`config.mk`:
```
export PLATFORM = sky130hd
export DESIGN_NAME = serport_regs
export DESIGN_NICKNAME = d
export VERILOG_FILES = /design/src/rtl/serport_pkg.sv /design/src/rtl/serport_rxq.sv /design/src/rtl/serport_irq.sv /design/src/rtl/serport_regs.sv
export SDC_FILE = /design/constraint.sdc
export NUM_CORES = 1
export LEC_CHECK = 0
export CAP_MARGIN = 20
export CORE_AREA = 3 3 292 294
export DETAILED_ROUTE_END_ITERATION = 10
export DIE_AREA = 0 0 295 297
export DONT_BUFFER_PORTS = 1
export PLACE_DENSITY = 0.55
export SETUP_SLACK_MARGIN = 0.3
export SYNTH_ARGS = -nofsm -noshare
export SYNTH_HDL_FRONTEND = slang
export SYNTH_HIERARCHICAL = 1
export SYNTH_SLANG_ARGS = --single-unit
```
`constraint.sdc`:
```
create_clock -name clk -period 3.1 [get_ports clk]
set_input_delay 0.775 -clock clk [delete_from_list [all_inputs] [get_ports clk]]
set_output_delay 0.775 -clock clk [all_outputs]
set_load 0.05 [all_outputs]
```
`src/rtl/serport_pkg.sv`:
```
package serport_pkg;
  localparam int NWORDS = 15;
  localparam logic [3:0] IDX_RXCTL  = 4'd2;
  localparam logic [3:0] IDX_DOUT   = 4'd7;
  localparam logic [3:0] IDX_STPOP  = 4'd8;
  localparam logic [3:0] IDX_STPEEK = 4'd9;
  localparam logic [3:0] IDX_MASK   = 4'd11;
  localparam logic [3:0] IDX_ACK    = 4'd12;
  localparam logic [3:0] IDX_RAW    = 4'd13;
  localparam logic [3:0] IDX_MSKD   = 4'd14;
  localparam int BIT_AVAIL = 16;
  localparam int BIT_TIDLE = 22;
  localparam int BIT_TRDY  = 24;
  localparam int BIT_RXEN  = 3;
  localparam int IRQ_RXQ   = 3;
  localparam logic [31:0] RXCTL_RESET = 32'h0001_0000;
endpackage

```
`src/rtl/serport_rxq.sv`:
```
module serport_rxq #(
  parameter int DEPTH = 16,
  parameter int DW    = 8
) (
  input  logic                           clk,
  input  logic                           rst,
  input  logic                           push_i,
  input  logic [DW-1:0]                  pdata_i,
  input  logic                           pop_i,
  output logic                           accept_o,
  output logic [DW-1:0]                  head_o,
  output logic [$clog2(DEPTH+1)-1:0]     count_o,
  output logic [$clog2(DEPTH+1)-1:0]     count_nx_o
);
  localparam int AW = $clog2(DEPTH);
  localparam int CW = $clog2(DEPTH+1);
  localparam logic [CW-1:0] FULL = CW'(DEPTH);
  localparam logic [AW-1:0] LAST = AW'(DEPTH-1);

  logic [DW-1:0] mem [DEPTH];
  logic [AW-1:0] wptr_q, rptr_q;
  logic [CW-1:0] count_q, count_d;
  logic          push_ok, pop_ok;

  assign push_ok = push_i && (count_q < FULL);
  assign pop_ok  = pop_i && (count_q != '0);

  always_comb begin
    count_d = count_q;
    if (push_ok && !pop_ok) count_d = count_q + 1'b1;
    else if (!push_ok && pop_ok) count_d = count_q - 1'b1;
  end

  always_ff @(posedge clk) begin
    if (push_ok) mem[wptr_q] <= pdata_i;
  end

  always_ff @(posedge clk) begin
    if (rst) begin
      wptr_q  <= '0;
      rptr_q  <= '0;
      count_q <= '0;
    end else begin
      if (push_ok) wptr_q <= (wptr_q == LAST) ? '0 : wptr_q + 1'b1;
      if (pop_ok)  rptr_q <= (rptr_q == LAST) ? '0 : rptr_q + 1'b1;
      count_q <= count_d;
    end
  end

  assign accept_o   = push_ok;
  assign head_o     = mem[rptr_q];
  assign count_o    = count_q;
  assign count_nx_o = count_d;

  assert_no_overflow_R2: assert property (@(posedge clk) disable iff (rst)
    count_q <= FULL);
  assert_full_drop_R2: assert property (@(posedge clk) disable iff (rst)
    (push_i && !pop_i && count_q == FULL) |=> (count_q == FULL && $stable(wptr_q)));
  assert_pop_empty_R4: assert property (@(posedge clk) disable iff (rst)
    (pop_i && !push_i && count_q == '0) |=> (count_q == '0 && $stable(rptr_q)));
endmodule

```
`src/rtl/serport_irq.sv`:
```
module serport_irq #(
  parameter int W = 32
) (
  input  logic         clk,
  input  logic         rst,
  input  logic         tx_wr_i,
  input  logic         ack_wr_i,
  input  logic         any_wr_i,
  input  logic         rx_acc_i,
  input  logic         nonempty_nx_i,
  input  logic [W-1:0] wdata_i,
  input  logic [W-1:0] mask_d_i,
  output logic [W-1:0] raw_o,
  output logic [W-1:0] ack_val_o,
  output logic         irq_o
);
  import serport_pkg::*;

  logic [W-1:0] raw_q, raw_d;
  logic         pend_q, irq_q;

  assign ack_val_o = pend_q ? (wdata_i & ~W'(1)) : wdata_i;

  always_comb begin
    raw_d = raw_q;
    if (tx_wr_i)  raw_d[1:0] = 2'b11;
    if (ack_wr_i) raw_d = raw_d & ~ack_val_o;
    if (any_wr_i || rx_acc_i) raw_d[IRQ_RXQ] = nonempty_nx_i;
  end

  always_ff @(posedge clk) begin
    if (rst) begin
      raw_q  <= '0;
      pend_q <= 1'b0;
      irq_q  <= 1'b0;
    end else begin
      raw_q <= raw_d;
      irq_q <= |(raw_d & mask_d_i);
      if (tx_wr_i) pend_q <= 1'b1;
      else if (ack_wr_i) pend_q <= 1'b0;
    end
  end

  assign raw_o = raw_q;
  assign irq_o = irq_q;

  assert_tx_sets_R6: assert property (@(posedge clk) disable iff (rst)
    tx_wr_i |=> (raw_o[1:0] == 2'b11));
  assert_ack_spare_R7: assert property (@(posedge clk) disable iff (rst)
    (ack_wr_i && pend_q) |=> (raw_o[0] == $past(raw_o[0]) && !pend_q));
  assert_ack_clear_R7: assert property (@(posedge clk) disable iff (rst)
    (ack_wr_i && !pend_q) |=> ((raw_o & $past(wdata_i) & ~W'(8)) == '0));
endmodule

```
`src/rtl/serport_regs.sv`:
```
module serport_regs #(
  parameter int ADDR_W     = 8,
  parameter int FIFO_DEPTH = 16,
  parameter int DW         = 8
) (
  input  logic                            clk,
  input  logic                            rst,
  input  logic                            bus_wr,
  input  logic                            bus_rd,
  input  logic [ADDR_W-1:0]               bus_addr,
  input  logic [31:0]                     bus_wdata,
  output logic [31:0]                     bus_rdata,
  output logic                            bus_rvalid,
  input  logic                            rx_valid,
  input  logic [DW-1:0]                   rx_data,
  output logic                            rx_ready,
  output logic [$clog2(FIFO_DEPTH+1)-1:0] rx_space,
  output logic                            tx_valid,
  output logic [DW-1:0]                   tx_data,
  input  logic                            tx_accept,
  output logic                            irq
);
  import serport_pkg::*;

  localparam int CW = $clog2(FIFO_DEPTH+1);
  localparam logic [CW-1:0] FULL = CW'(FIFO_DEPTH);
  localparam logic [ADDR_W-1:0] SPAN = ADDR_W'(NWORDS*4);

  logic [3:0]  idx;
  logic        in_range, wr_fire, rd_fire, pop, push_acc, rx_en;
  logic [NWORDS-1:0][31:0] word_v;
  logic [31:0] mask_q, mask_d, raw, ack_val, status, rd_word;
  logic [DW-1:0] head;
  logic [CW-1:0] count, count_nx;
  logic [31:0] rdata_q;
  logic        rvalid_q, txv_q;
  logic [DW-1:0] txd_q;

  assign idx      = bus_addr[5:2];
  assign in_range = bus_addr < SPAN;
  assign wr_fire  = bus_wr && in_range;
  assign rd_fire  = bus_rd && !bus_wr;
  assign pop      = rd_fire && in_range && (idx == IDX_STPOP);
  assign rx_en    = word_v[IDX_RXCTL][BIT_RXEN];

  serport_rxq #(.DEPTH(FIFO_DEPTH), .DW(DW)) u_rxq (
    .clk(clk), .rst(rst),
    .push_i(rx_valid && rx_en), .pdata_i(rx_data), .pop_i(pop),
    .accept_o(push_acc), .head_o(head), .count_o(count), .count_nx_o(count_nx)
  );

  // plain and special-write words; read-only slots are tied off
  for (genvar gi = 0; gi < NWORDS; gi++) begin : g_word
    localparam logic [3:0] GI = 4'(gi);
    if (GI == IDX_STPOP || GI == IDX_STPEEK || GI == IDX_RAW || GI == IDX_MSKD) begin : g_ro
      assign word_v[gi] = '0;
    end else begin : g_rw
      logic [31:0] q;
      always_ff @(posedge clk) begin
        if (rst) q <= (GI == IDX_RXCTL) ? RXCTL_RESET : '0;
        else if (wr_fire && idx == GI) q <= (GI == IDX_ACK) ? ack_val : bus_wdata;
      end
      assign word_v[gi] = q;
    end
  end

  assign mask_q = word_v[IDX_MASK];
  assign mask_d = (wr_fire && idx == IDX_MASK) ? bus_wdata : mask_q;

  serport_irq #(.W(32)) u_irq (
    .clk(clk), .rst(rst),
    .tx_wr_i(wr_fire && idx == IDX_DOUT),
    .ack_wr_i(wr_fire && idx == IDX_ACK),
    .any_wr_i(wr_fire),
    .rx_acc_i(push_acc),
    .nonempty_nx_i(count_nx != '0),
    .wdata_i(bus_wdata), .mask_d_i(mask_d),
    .raw_o(raw), .ack_val_o(ack_val), .irq_o(irq)
  );

  always_comb begin
    status = 32'(head);
    status[BIT_AVAIL] = (count != '0);
    status[BIT_TIDLE] = 1'b1;
    status[BIT_TRDY]  = 1'b1;
    unique case (idx)
      IDX_STPOP, IDX_STPEEK: rd_word = status;
      IDX_RAW:               rd_word = raw;
      IDX_MSKD:              rd_word = raw & mask_q;
      default:               rd_word = word_v[idx];
    endcase
  end

  always_ff @(posedge clk) begin
    if (rst) begin
      rdata_q  <= '0;
      rvalid_q <= 1'b0;
      txv_q    <= 1'b0;
      txd_q    <= '0;
    end else begin
      rvalid_q <= rd_fire;
      if (rd_fire) rdata_q <= in_range ? rd_word : '0;
      if (wr_fire && idx == IDX_DOUT) begin
        txv_q <= 1'b1;
        txd_q <= bus_wdata[DW-1:0];
      end else if (tx_accept) begin
        txv_q <= 1'b0;
      end
    end
  end

  assign bus_rdata  = rdata_q;
  assign bus_rvalid = rvalid_q;
  assign tx_valid   = txv_q;
  assign tx_data    = txd_q;
  assign rx_ready   = rx_en && (count < FULL);
  assign rx_space   = rx_en ? (FULL - count) : '0;

  assert_oor_zero_R1: assert property (@(posedge clk) disable iff (rst)
    (rd_fire && !in_range) |=> (bus_rdata == '0 && bus_rvalid));
  assert_status_bits_R3: assert property (@(posedge clk) disable iff (rst)
    (rd_fire && in_range && (idx == IDX_STPOP || idx == IDX_STPEEK)) |=>
      (bus_rdata[BIT_TRDY] && bus_rdata[BIT_TIDLE] && bus_rdata[BIT_AVAIL] == $past(count != '0)));
  assert_peek_keeps_R4: assert property (@(posedge clk) disable iff (rst)
    (rd_fire && in_range && idx == IDX_STPEEK && !push_acc) |=> (count == $past(count)));
  assert_tx_strobe_R6: assert property (@(posedge clk) disable iff (rst)
    (wr_fire && idx == IDX_DOUT) |=> (tx_valid && tx_data == $past(bus_wdata[DW-1:0])));
  assert_irq_level_R8: assert property (@(posedge clk) disable iff (rst)
    irq == |(raw & mask_q));
  assert_rx_gate_R9: assert property (@(posedge clk) disable iff (rst)
    (rx_valid && !rx_en && !pop) |=> (count == $past(count)));
endmodule

```
==> results of run 1 <==
[worst max-delay path by stage]
stage / startpoint / to / slack [ns] / cells after the start
after floorplan: bus_addr[3] / u_irq/irq_o / 0.29 / 14
after global placement: bus_addr[7] / u_irq/irq_o / -0.21 / 14
after CTS: u_rxq/count_o[1] / rx_space[4] / 0.29 / 7
after global routing: u_rxq/count_o[1] / rx_space[4] / 0.23 / 7
after detailed placement: bus_addr[7] / u_irq/irq_o / -0.19 / 14
final: rst / bus_rdata[13] / 0.1 / 4
[sequential cells by signal, indices dropped and copies added (netlist names), named ones only]
signal         count
bus_rdata         32
bus_rvalid         1
g_word.g_rw.q    352
tx_valid           1
u_irq/irq_o        1
u_irq/pend_q       1
u_irq/raw_o       32
u_rxq/count_o      5
u_rxq/mem        128
u_rxq/rptr_q       4
u_rxq/wptr_q       4
[kinds of logic (layout without fill, tap and decap cells)]
family / after synthesis / count (layout)
DFF: 565 / 565
and+or+nand+nor: 1002 / 1002
muxes: 187 / 187
AOI/OAI and AO/OA: 553 / 553
adders and majority gates: 10 / 10
other: 0 / 2
xor gates and xnor gates: 8 / 8
buffers and inverters: 287 / 216
[cell usage after synthesis (3+ instances only)]
cell / count / area (um^2)
sky130_fd_sc_hd__ha_1: 10 / 125
sky130_fd_sc_hd__mux2_2: 12 / 135
sky130_fd_sc_hd__o32ai_1: 3 / 26.3
sky130_fd_sc_hd__a21o_1: 28 / 210
sky130_fd_sc_hd__nand2b_1: 9 / 56.3
sky130_fd_sc_hd__o22a_1: 8 / 70.1
sky130_fd_sc_hd__and2_1: 12 / 75.1
sky130_fd_sc_hd__nor3_1: 14 / 70.1
sky130_fd_sc_hd__nor4_1: 8 / 50.1
sky130_fd_sc_hd__nand3_1: 37 / 185
sky130_fd_sc_hd__mux2_4: 32 / 480
sky130_fd_sc_hd__a21oi_1: 302 / 1510
sky130_fd_sc_hd__a22o_1: 3 / 26.3
sky130_fd_sc_hd__buf_6: 8 / 90.1
sky130_fd_sc_hd__buf_1: 7 / 26.3
sky130_fd_sc_hd__inv_1: 19 / 71.3
sky130_fd_sc_hd__xnor2_1: 6 / 52.6
sky130_fd_sc_hd__buf_2: 53 / 265
sky130_fd_sc_hd__mux2i_1: 70 / 701
sky130_fd_sc_hd__a31oi_1: 17 / 106
sky130_fd_sc_hd__buf_4: 52 / 390
sky130_fd_sc_hd__o21ai_0: 21 / 105
sky130_fd_sc_hd__a221o_1: 8 / 80.1
sky130_fd_sc_hd__a32oi_1: 18 / 158
sky130_fd_sc_hd__edfxtp_1: 128 / 3840
sky130_fd_sc_hd__clkbuf_1: 146 / 548
sky130_fd_sc_hd__dfxtp_1: 437 / 8750
sky130_fd_sc_hd__a211oi_1: 11 / 82.6
sky130_fd_sc_hd__o221ai_1: 30 / 263
sky130_fd_sc_hd__nand4_1: 6 / 37.5
sky130_fd_sc_hd__or3_1: 4 / 25.0
sky130_fd_sc_hd__mux4_2: 73 / 1640
sky130_fd_sc_hd__and3_1: 5 / 31.3
sky130_fd_sc_hd__a221oi_1: 10 / 87.6
sky130_fd_sc_hd__a222oi_1: 8 / 80.1
sky130_fd_sc_hd__nand2_1: 738 / 2770
sky130_fd_sc_hd__nor2_1: 89 / 334
sky130_fd_sc_hd__a22oi_1: 24 / 180
sky130_fd_sc_hd__nor2b_1: 62 / 388
sky130_fd_sc_hd__o22ai_1: 41 / 257
[through the flow]
stage	TNS (ns)	worst slack (ns)	instance area, um^2
global route	0	0.226	27600
floorplan	0	0.290	24800
detailed placement	-0.191	-0.191	25600
CTS	0	0.291	27600
global placement	-0.214	-0.214	25600
finish	0	0.0968	27600
[power by group]
group | internal [W] | switching [W]
Sequential | 0.00754 | 0.0000350
Combinational | 0.000167 | 0.000220
Clock | 0.00396 | 0.00301
[per-layer routing]
layer	GRT usage [%]	share of wire, %	up-vias
met1	23.7	44	9093
met2	25.8	45	594
met5	0	0	-
met3	4.26	8.7	98
li1	-	-	8861
met4	4.34	2.2	0
[timing repair]
action | 4_1_cts | 5_1_grt
buffers inserted | 3 | 3
gates cloned | 0 | 0
resized for setup | 15 | 9
pin swaps | 2 | 6
endpoints found under the setup margin | 3 | 5
[layout by cell type (no fill, tap or decap), types with 10 or more instances in the layout]
cell / synthesis / final
sky130_fd_sc_hd__o22ai_1: 41 / 41
sky130_fd_sc_hd__a21o_1: 28 / 28
sky130_fd_sc_hd__clkbuf_16: 0 / 57
sky130_fd_sc_hd__nor2_1: 89 / 81
sky130_fd_sc_hd__a31oi_1: 17 / 17
sky130_fd_sc_hd__dfxtp_1: 437 / 434
sky130_fd_sc_hd__clkbuf_8: 0 / 10
sky130_fd_sc_hd__nand2_1: 738 / 738
sky130_fd_sc_hd__mux2_4: 32 / 32
sky130_fd_sc_hd__nand3_1: 37 / 36
sky130_fd_sc_hd__a22oi_1: 24 / 24
sky130_fd_sc_hd__o221ai_1: 30 / 30
sky130_fd_sc_hd__inv_1: 19 / 16
sky130_fd_sc_hd__mux2_2: 12 / 12
sky130_fd_sc_hd__a211oi_1: 11 / 11
sky130_fd_sc_hd__nor2b_1: 62 / 60
sky130_fd_sc_hd__a32oi_1: 18 / 18
sky130_fd_sc_hd__clkinv_2: 0 / 13
sky130_fd_sc_hd__buf_4: 52 / 83
sky130_fd_sc_hd__edfxtp_1: 128 / 128
sky130_fd_sc_hd__mux2i_1: 70 / 69
sky130_fd_sc_hd__a221oi_1: 10 / 10
sky130_fd_sc_hd__o21ai_0: 21 / 20
sky130_fd_sc_hd__nor3_1: 14 / 12
sky130_fd_sc_hd__and2_1: 12 / 10
sky130_fd_sc_hd__a21oi_1: 302 / 301
sky130_fd_sc_hd__clkbuf_1: 146 / 10
sky130_fd_sc_hd__mux4_2: 73 / 73
[area by class of cell]
class	count	area, um^2
fill	8377	55500
tap	1080	1350
clock buffer	77	1600
timing repair buffer	94	817
sequential	565	12600
antenna	2	5.00
inverter	20	80.1
multi-input combinational	1760	10900
clock inverter	25	272
==> metrics list, run 1 <==
- Part of the cycle the worst path needs: 96.9%
* Highest-delay cell along the critical path: sky130_fd_sc_hd__nor2b_4
* Crit-path cells: nor2b_4 > buf_4 > a222oi_1 > a22oi_1
- Launching point of the worst reg2reg path: u_rxq/count_o[0]
- Multiplexer cells account for 12.0% of the synthesized area.
* TritonCTS clock tree: done
* Arithmetic-cell share of the synthesized area counting full adders, half adders and majority gates: 0.505%
* # H-tree levels: 2
- Across the VDD grid, the largest voltage drop is 0.425 mV.
* Dominant combinational cell family by area after synthesis: simple AND/OR/NAND/NOR gates
- For the worst setup path, the data required time is 3.63 ns.
- The synthesized netlist devotes 13.9% of its cell area to compound gates.
* Proportion of register bits with asynchronous set or reset after synthesis: 0%
* Worst Hold Path Cells: 0
- Routability-driven placement finished with a final weighted congestion of 0.812.
* Clock Sink Count: 565
- Final Setup Violations: 0
- Post-synthesis cell count: 2612
* Worst setup EP type: flop
- In this run the worst path has a maximum fanout of 404.
- Buffer and inverter count on the worst path: 1
- P_leak: 9.36 nW
- Grouping stages by cell kind, the critical path spends the most delay in simple AND/OR/NAND/NOR gates.
- Leaving out filler cells and counting taps, the final layout contains 3623.
* Largest net degree at the start of global routing: 405
- Clock-pin slew of the registers on the worst-case setup and hold paths: 0.06 ns
- Root buffer cell: sky130_fd_sc_hd__clkbuf_16
- The worst register-to-register path has a setup slack of 0.37 ns.
- Clk_skew: 0.0292 ns
- At the worst endpoint, the arrival time is 3.54 ns.
- The die covers 87600 um^2.
- Post-layout utilization of the core: 33.2%
* Effective utilization at floorplan: 29.8%
* Type of element launching the critical path: input port
- Global router's overall resource usage: 16.9%
* Floorplan Core Area: 83200 um^2
* Fraction of the mapped netlist area in simple logic gates: 16.8%
* Synth Flop Type: sky130_fd_sc_hd__dfxtp_1
* Count of buffers from port buffering: 0
- Clk Latency, worst-skew pair: 0.64 ns
- Detailed Place HPWL: 47300 um
* Vertical die dimension: 297 um
- Static timing analysis puts the maximum clock frequency at 333 MHz.
- In this run the worst hold path is classified as input port to flop.
- Hold-fix buffers, CTS: 0
- Routed via count divided by cell count: 5.15
- Averaged over all synthesized cells, the footprint is 9.48 um^2.
* Power density over the cells: 540 nW/um^2
* Area delta synth->final: 11.6%
- The endpoint identified for the worst register-to-register timing path is u_irq/irq_o.
- For this run, the register share of the synthesized area comes to 50.8%.
* Result of the run: finished with violations
* DRC violation total after the first TritonRoute iteration: 1788
- Routed via count: 18646
* Cell count after placement: 3513
* Post-DRT Antenna Nets: 0
- Max capacitance violation total: 0
- Setup repair after global routing could not meet its margin everywhere.
- Yosys warning total: 6
- The floorplan has 106 rows.
- The number of global-route vias before repair came to 17792.
- The mapped netlist covers 24800 um^2.
- The first global-routing pass estimated 115000 um of wire.
* Register bit total from synthesis: 565
- Hold Violations, Final: 0
- On the worst path, the slowest cell contributes a delay of 1.10 ns.
- Hold path startpoint: rx_data[2]
- The worst hold path terminates at u_rxq/mem[4][2].
* Worst slew margin relative to its limit: -30.0%
- In the final routed layout, each cell accounts on average for 21.0 um.
- Die W: 295 um
- Number of antenna violations at the first check in global routing: 1
* Reg2Reg Depth: 14
* Remaining global-route overflow: 0
* Count of flip-flops with a built-in enable after synthesis: 128
- Inserted Clock Buffers: 57
- Counting every net in the synthesized netlist gives 2676.
- Violated checks: slew limit
* Hold slack: 0.232 ns
* Crit Path Category: input port to flop
- CTS max path bufs: 3
* Post-detailed-route DRC marker count: 0
* Net count, final: 2562
* Actual transition at the worst max-transition pin: 1.95 ns
* Distinct cells, synth: 75
- The completed layout was analyzed and its total power is 0.0149 W.
- Cells with a size suffix above 1 make up 13.6% of the layout.
- For this run, the detailed router's first-pass iteration total came to 7.
* Fin. max-slew vios: 250
- After detailed routing, the total wire length is 76000 um.
- 103 I/O pins were placed.
* Xor-xnor portion of the synthesized cell area: 0.283%
- After layout, the minimum clock period comes to 3.00 ns.
(Power assumes the default switching activity.)
==> run 2: changes to the inputs <==
--- a/config.mk
+++ b/config.mk
@@ -6,11 +6,11 @@
 export NUM_CORES = 1
 export LEC_CHECK = 0
 export CAP_MARGIN = 20
-export CORE_AREA = 3 3 292 294
+export CORE_AREA = 2 2 266 268
 export DETAILED_ROUTE_END_ITERATION = 10
-export DIE_AREA = 0 0 295 297
+export DIE_AREA = 0 0 268 270
 export DONT_BUFFER_PORTS = 1
-export PLACE_DENSITY = 0.55
+export PLACE_DENSITY = 0.61
 export SETUP_SLACK_MARGIN = 0.3
 export SYNTH_ARGS = -nofsm -noshare
 export SYNTH_HDL_FRONTEND = slang
==> run 2 against run 1 <==
  * The flow now finishes without violations
  * Highest routed layer unchanged
  * Largest power group unchanged
  * Cell count decreased by 3.6%
  * Worst hold slack about the same
  * Critical path depth increased by 10
  * Die area is 17% lower
  * Non-clock buffer count is 6 higher
  * Combinational power barely moved
  * Count of clock-buffer cells in the layout increased by 1
==> metrics list, run 2 (same netlist as run 1, synthesis figures left out) <==
- The flow ran to the end, and the final reports show no timing, DRC or antenna violations.
- The share of total power consumed by net switching is 21.7% (-0.22 points).
* Maximum vdd drop: 0.462 mV (+8.8%)
- Routability congestion estimate: 0.868 (+7.0%)
- Clock-pin slew of the registers on the worst-case setup and hold paths: 0.07 ns (about the same)
* Registers with the highest flip-flop counts: g_word.g_rw.q (352), u_rxq/mem (128)
* Launching point of the worst reg2reg path: u_rxq/count_o[0]
- Crit-path cells: inv_1 > ha_2 > or4b_4 > buf_4 > a31oi_1 > or3_4 > nand2_1 > nor3_2 > nand2_1 > mux2i_1 > nor2b_1 > buf_4 > nor3_2 > a31oi_1
* Final wirelength: 75900 um (-0.15%)
- The met2 routed wirelength came to 35100 um (+3.0%).
- TritonCTS clock tree: done
- The wire length the detailed router placed on met1 is 31400 um (-6.8%).
- Longest individual stage delay on the worst path: 0.51 ns (-0.59 ns)
* Sequential share of power: 50.8% (about the same)
* Unrepaired setup endpoints after global routing: true
* Max capacitance violation total: 0 (unchanged)
- Reg-to-Reg End: u_irq/irq_o
* Power density over the cells: 544 nW/um^2 (+0.58%)
* Kind of cell with the highest combined delay on the critical path: simple AND/OR/NAND/NOR gates
* Global-route wire length before repair: 114000 um (-0.86%)
- Combinational group share of total power: 2.6% (about the same)
* Number of optimization iterations in the first detailed-route pass: 6 (-1)
- The via count was 19324 (+3.6%).
- The ratio of final minimum period to clock period is 90.7% (-6.2 points).
* Count of buffers from port buffering: 0 (unchanged)
* Largest fanout on the critical path: 5 (-99%)
- Post-detailed-route DRC marker count: 0 (unchanged)
- The number of CTS-inserted buffers came to 57 (unchanged).
- The path depth of the worst reg2reg path was 14 (unchanged).
- Proportion of layout cells with a drive suffix above 1: 13.4% (-0.17 points)
- Post-DRT Antenna Nets: 0 (unchanged)
- Detailed Place HPWL: 48500 um (+2.5%)
* Type of element launching the critical path: flop
* Final Setup Violations: 0 (unchanged)
* Actual transition at the worst max-transition pin: 0.846 ns (-1.10 ns)
- Area delta synth->final: 10.7%
- The via count normalized by instance count came to 5.54 (+7.6%).
* Average wire per cell in the routed design: 21.7 um (+3.6%)
- The later-pin clock latency in the skew report came to 0.64 ns (about the same).
- # H-tree levels: 2 (unchanged)
- Worst min path class: input port to flop
- Vertical die dimension: 270 um (-9.1%)
- The number of cells after detailed placement came to 3379 (-3.8%).
- Number of I/O pins: 103 (unchanged)
* CTS max path bufs: 3 (unchanged)
- Most common cell after layout, fill and taps aside: sky130_fd_sc_hd__nand2_1
- Vias in the first global route: 18483 (+3.9%)
- Arrival time of data at the critical path endpoint: 3.30 ns (-0.24 ns)
* Global router's overall resource usage: 20.5% (+3.6 points)
* Slack of the critical path: 0.288 ns (+0.191 ns)
- The critical path is of the flop to flop type.
* Largest net degree at the start of global routing: 405 (unchanged)
* Post-route design area: 27400 um^2 (-0.80%)
- The number of clock sinks came to 565 (unchanged).
- Destination of the critical timing path: u_irq/irq_o
* Number of non-filler instances in the completed layout: 3491 (-3.6%)
- The starting utilization of the core area came to 35.6% (+5.8 points).
* Critical path depth in cells: 14 (+10)
- The net switching power came to 0.00323 W (-1.2%).
- The share of total power in the clock network was 46.6% (about the same).
* Dpl cell area: 25400 um^2 (-0.79%)
* Shortest clock period the worst path allows after layout: 2.81 ns (-0.191 ns)
- Top routing layer used: met4
- Root buffer cell: sky130_fd_sc_hd__clkbuf_16
- Worst Hold Path Cells: 0 (unchanged)
* Buffer and inverter count on the worst path: 3 (+2)
* Setup tns final: 0 ns (unchanged)
- Clk_skew: 0.0358 ns (+0.00664 ns)
* Worst setup path start: u_rxq/count_o[0]
- Pre-CTS worst setup slack: -0.0761 ns (+0.115 ns)
- Required time at the worst-slack endpoint: 3.59 ns (-0.04 ns)
- Hold Violations, Final: 0 (unchanged)
- Net count, final: 2568 (+0.23%)
* Remaining global-route overflow: 0 (unchanged)
- Floorplan Core Area: 69500 um^2 (-16%)
- P_int: 0.0117 W (about the same)
- Hold-fix buffers, CTS: 0 (unchanged)
- The flip-flop count of the largest register, all copies and words added came to 352 (unchanged).
- Highest-delay cell along the critical path: sky130_fd_sc_hd__or4b_4
- Number of antenna violations at the first check in global routing: 0 (-1)
- Fin. max-slew vios: 0 (-100%)
* Leading cell types in the layout, fill and taps excluded: 738 x sky130_fd_sc_hd__nand2_1, 434 x sky130_fd_sc_hd__dfxtp_1, 301 x sky130_fd_sc_hd__a21oi_1, 128 x sky130_fd_sc_hd__edfxtp_1, 93 x sky130_fd_sc_hd__buf_4
* FF-to-FF setup slack: 0.29 ns (-0.08 ns)
* Worst slew margin relative to its limit: 43.6% (+74 points)
- Diode insertion count for antenna repair: 0 (-2)
- Rows: 97 (-8.5%)
* Achievable Freq: 356 MHz (+6.8%)
* DRC violation total after the first TritonRoute iteration: 2454 (+37%)
* Hold slack: 0.232 ns (+0.000260 ns)
- Die Area: 72400 um^2 (-17%)
- Largest register by flop count: g_word.g_rw.q
* Die W: 268 um (-9.2%)
* Detail Route met3 WL: 7230 um (+8.8%)
- The count of fill cells added during filler insertion was 6734 (-20%).
- The leakage power came to 9.36 nW (about the same).
- The worst setup path is captured at a flop.
-- run 2: cell types whose count changed in the layout (fill, tap and decap cells not counted), sizes merged --
cell | before | now
buf | 94 | 100
bufinv | 4 | 5
clkbuf | 77 | 78
clkinv | 17 | 18
clkinvlp | 1 | 3
diode | 2 | 0
inv | 23 | 22
-- run 2: area by class of cell --
class / instances / area (um^2) / area share [%]
Inverter: 20 / 80.1 / 0.292
Clock buffer: 78 / 1570 / 5.71
Multi-Input combinational cell: 1760 / 10900 / 39.7
Timing Repair Buffer: 100 / 812 / 2.96
Tap cell: 940 / 1180 / 4.29
Clock inverter: 28 / 305 / 1.11
Sequential cell: 565 / 12600 / 46.0
-- run 2: worst min path at each step --
stage	startpoint	end	slack [ns]
global placement	u_irq/raw_o[25]	u_irq/raw_o[25]	0.43
global route	rx_data[5]	u_rxq/mem[12][5]	0.20
detailed placement	u_irq/raw_o[25]	u_irq/raw_o[25]	0.44
floorplan	u_irq/raw_o[23]	u_irq/raw_o[23]	0.42
CTS	rx_data[5]	u_rxq/mem[12][5]	0.19
finish	rx_data[5]	u_rxq/mem[12][5]	0.23
-- run 2: power by group through the flow --
stage          logic [W]  clock network [W]  registers, W
3_3_place_gp    0.000369                  0       0.00774
3_5_place_dp    0.000375                  0       0.00774
6_report        0.000384            0.00694       0.00758
4_1_cts         0.000377            0.00704       0.00758
2_1_floorplan   0.000485                  0       0.00773
5_1_grt         0.000407            0.00734       0.00758
-- run 2: stage by stage --
stage | utilization (%) | total power, W
after global routing | 39.4 | 0.0153
after floorplan | - | 0.00821
after global placement | 36.6 | 0.00811
after CTS | 39.4 | 0.0150
final | 39.4 | 0.0149
after detailed placement | 36.6 | 0.00811
-- run 2: metal layers --
layer,up-vias,track usage (%)
met5,-,0
met4,0,6.88
met3,131,5.11
met2,816,32.4
met1,9508,27.2
li1,8869,-
-- run 2: repair_timing --
item                                   CTS  global route
pin swaps                                2             6
setup buffers                            5             1
gates resized for setup                 15             5
setup endpoints to repair                3             4
endpoints found under the hold margin    0             0
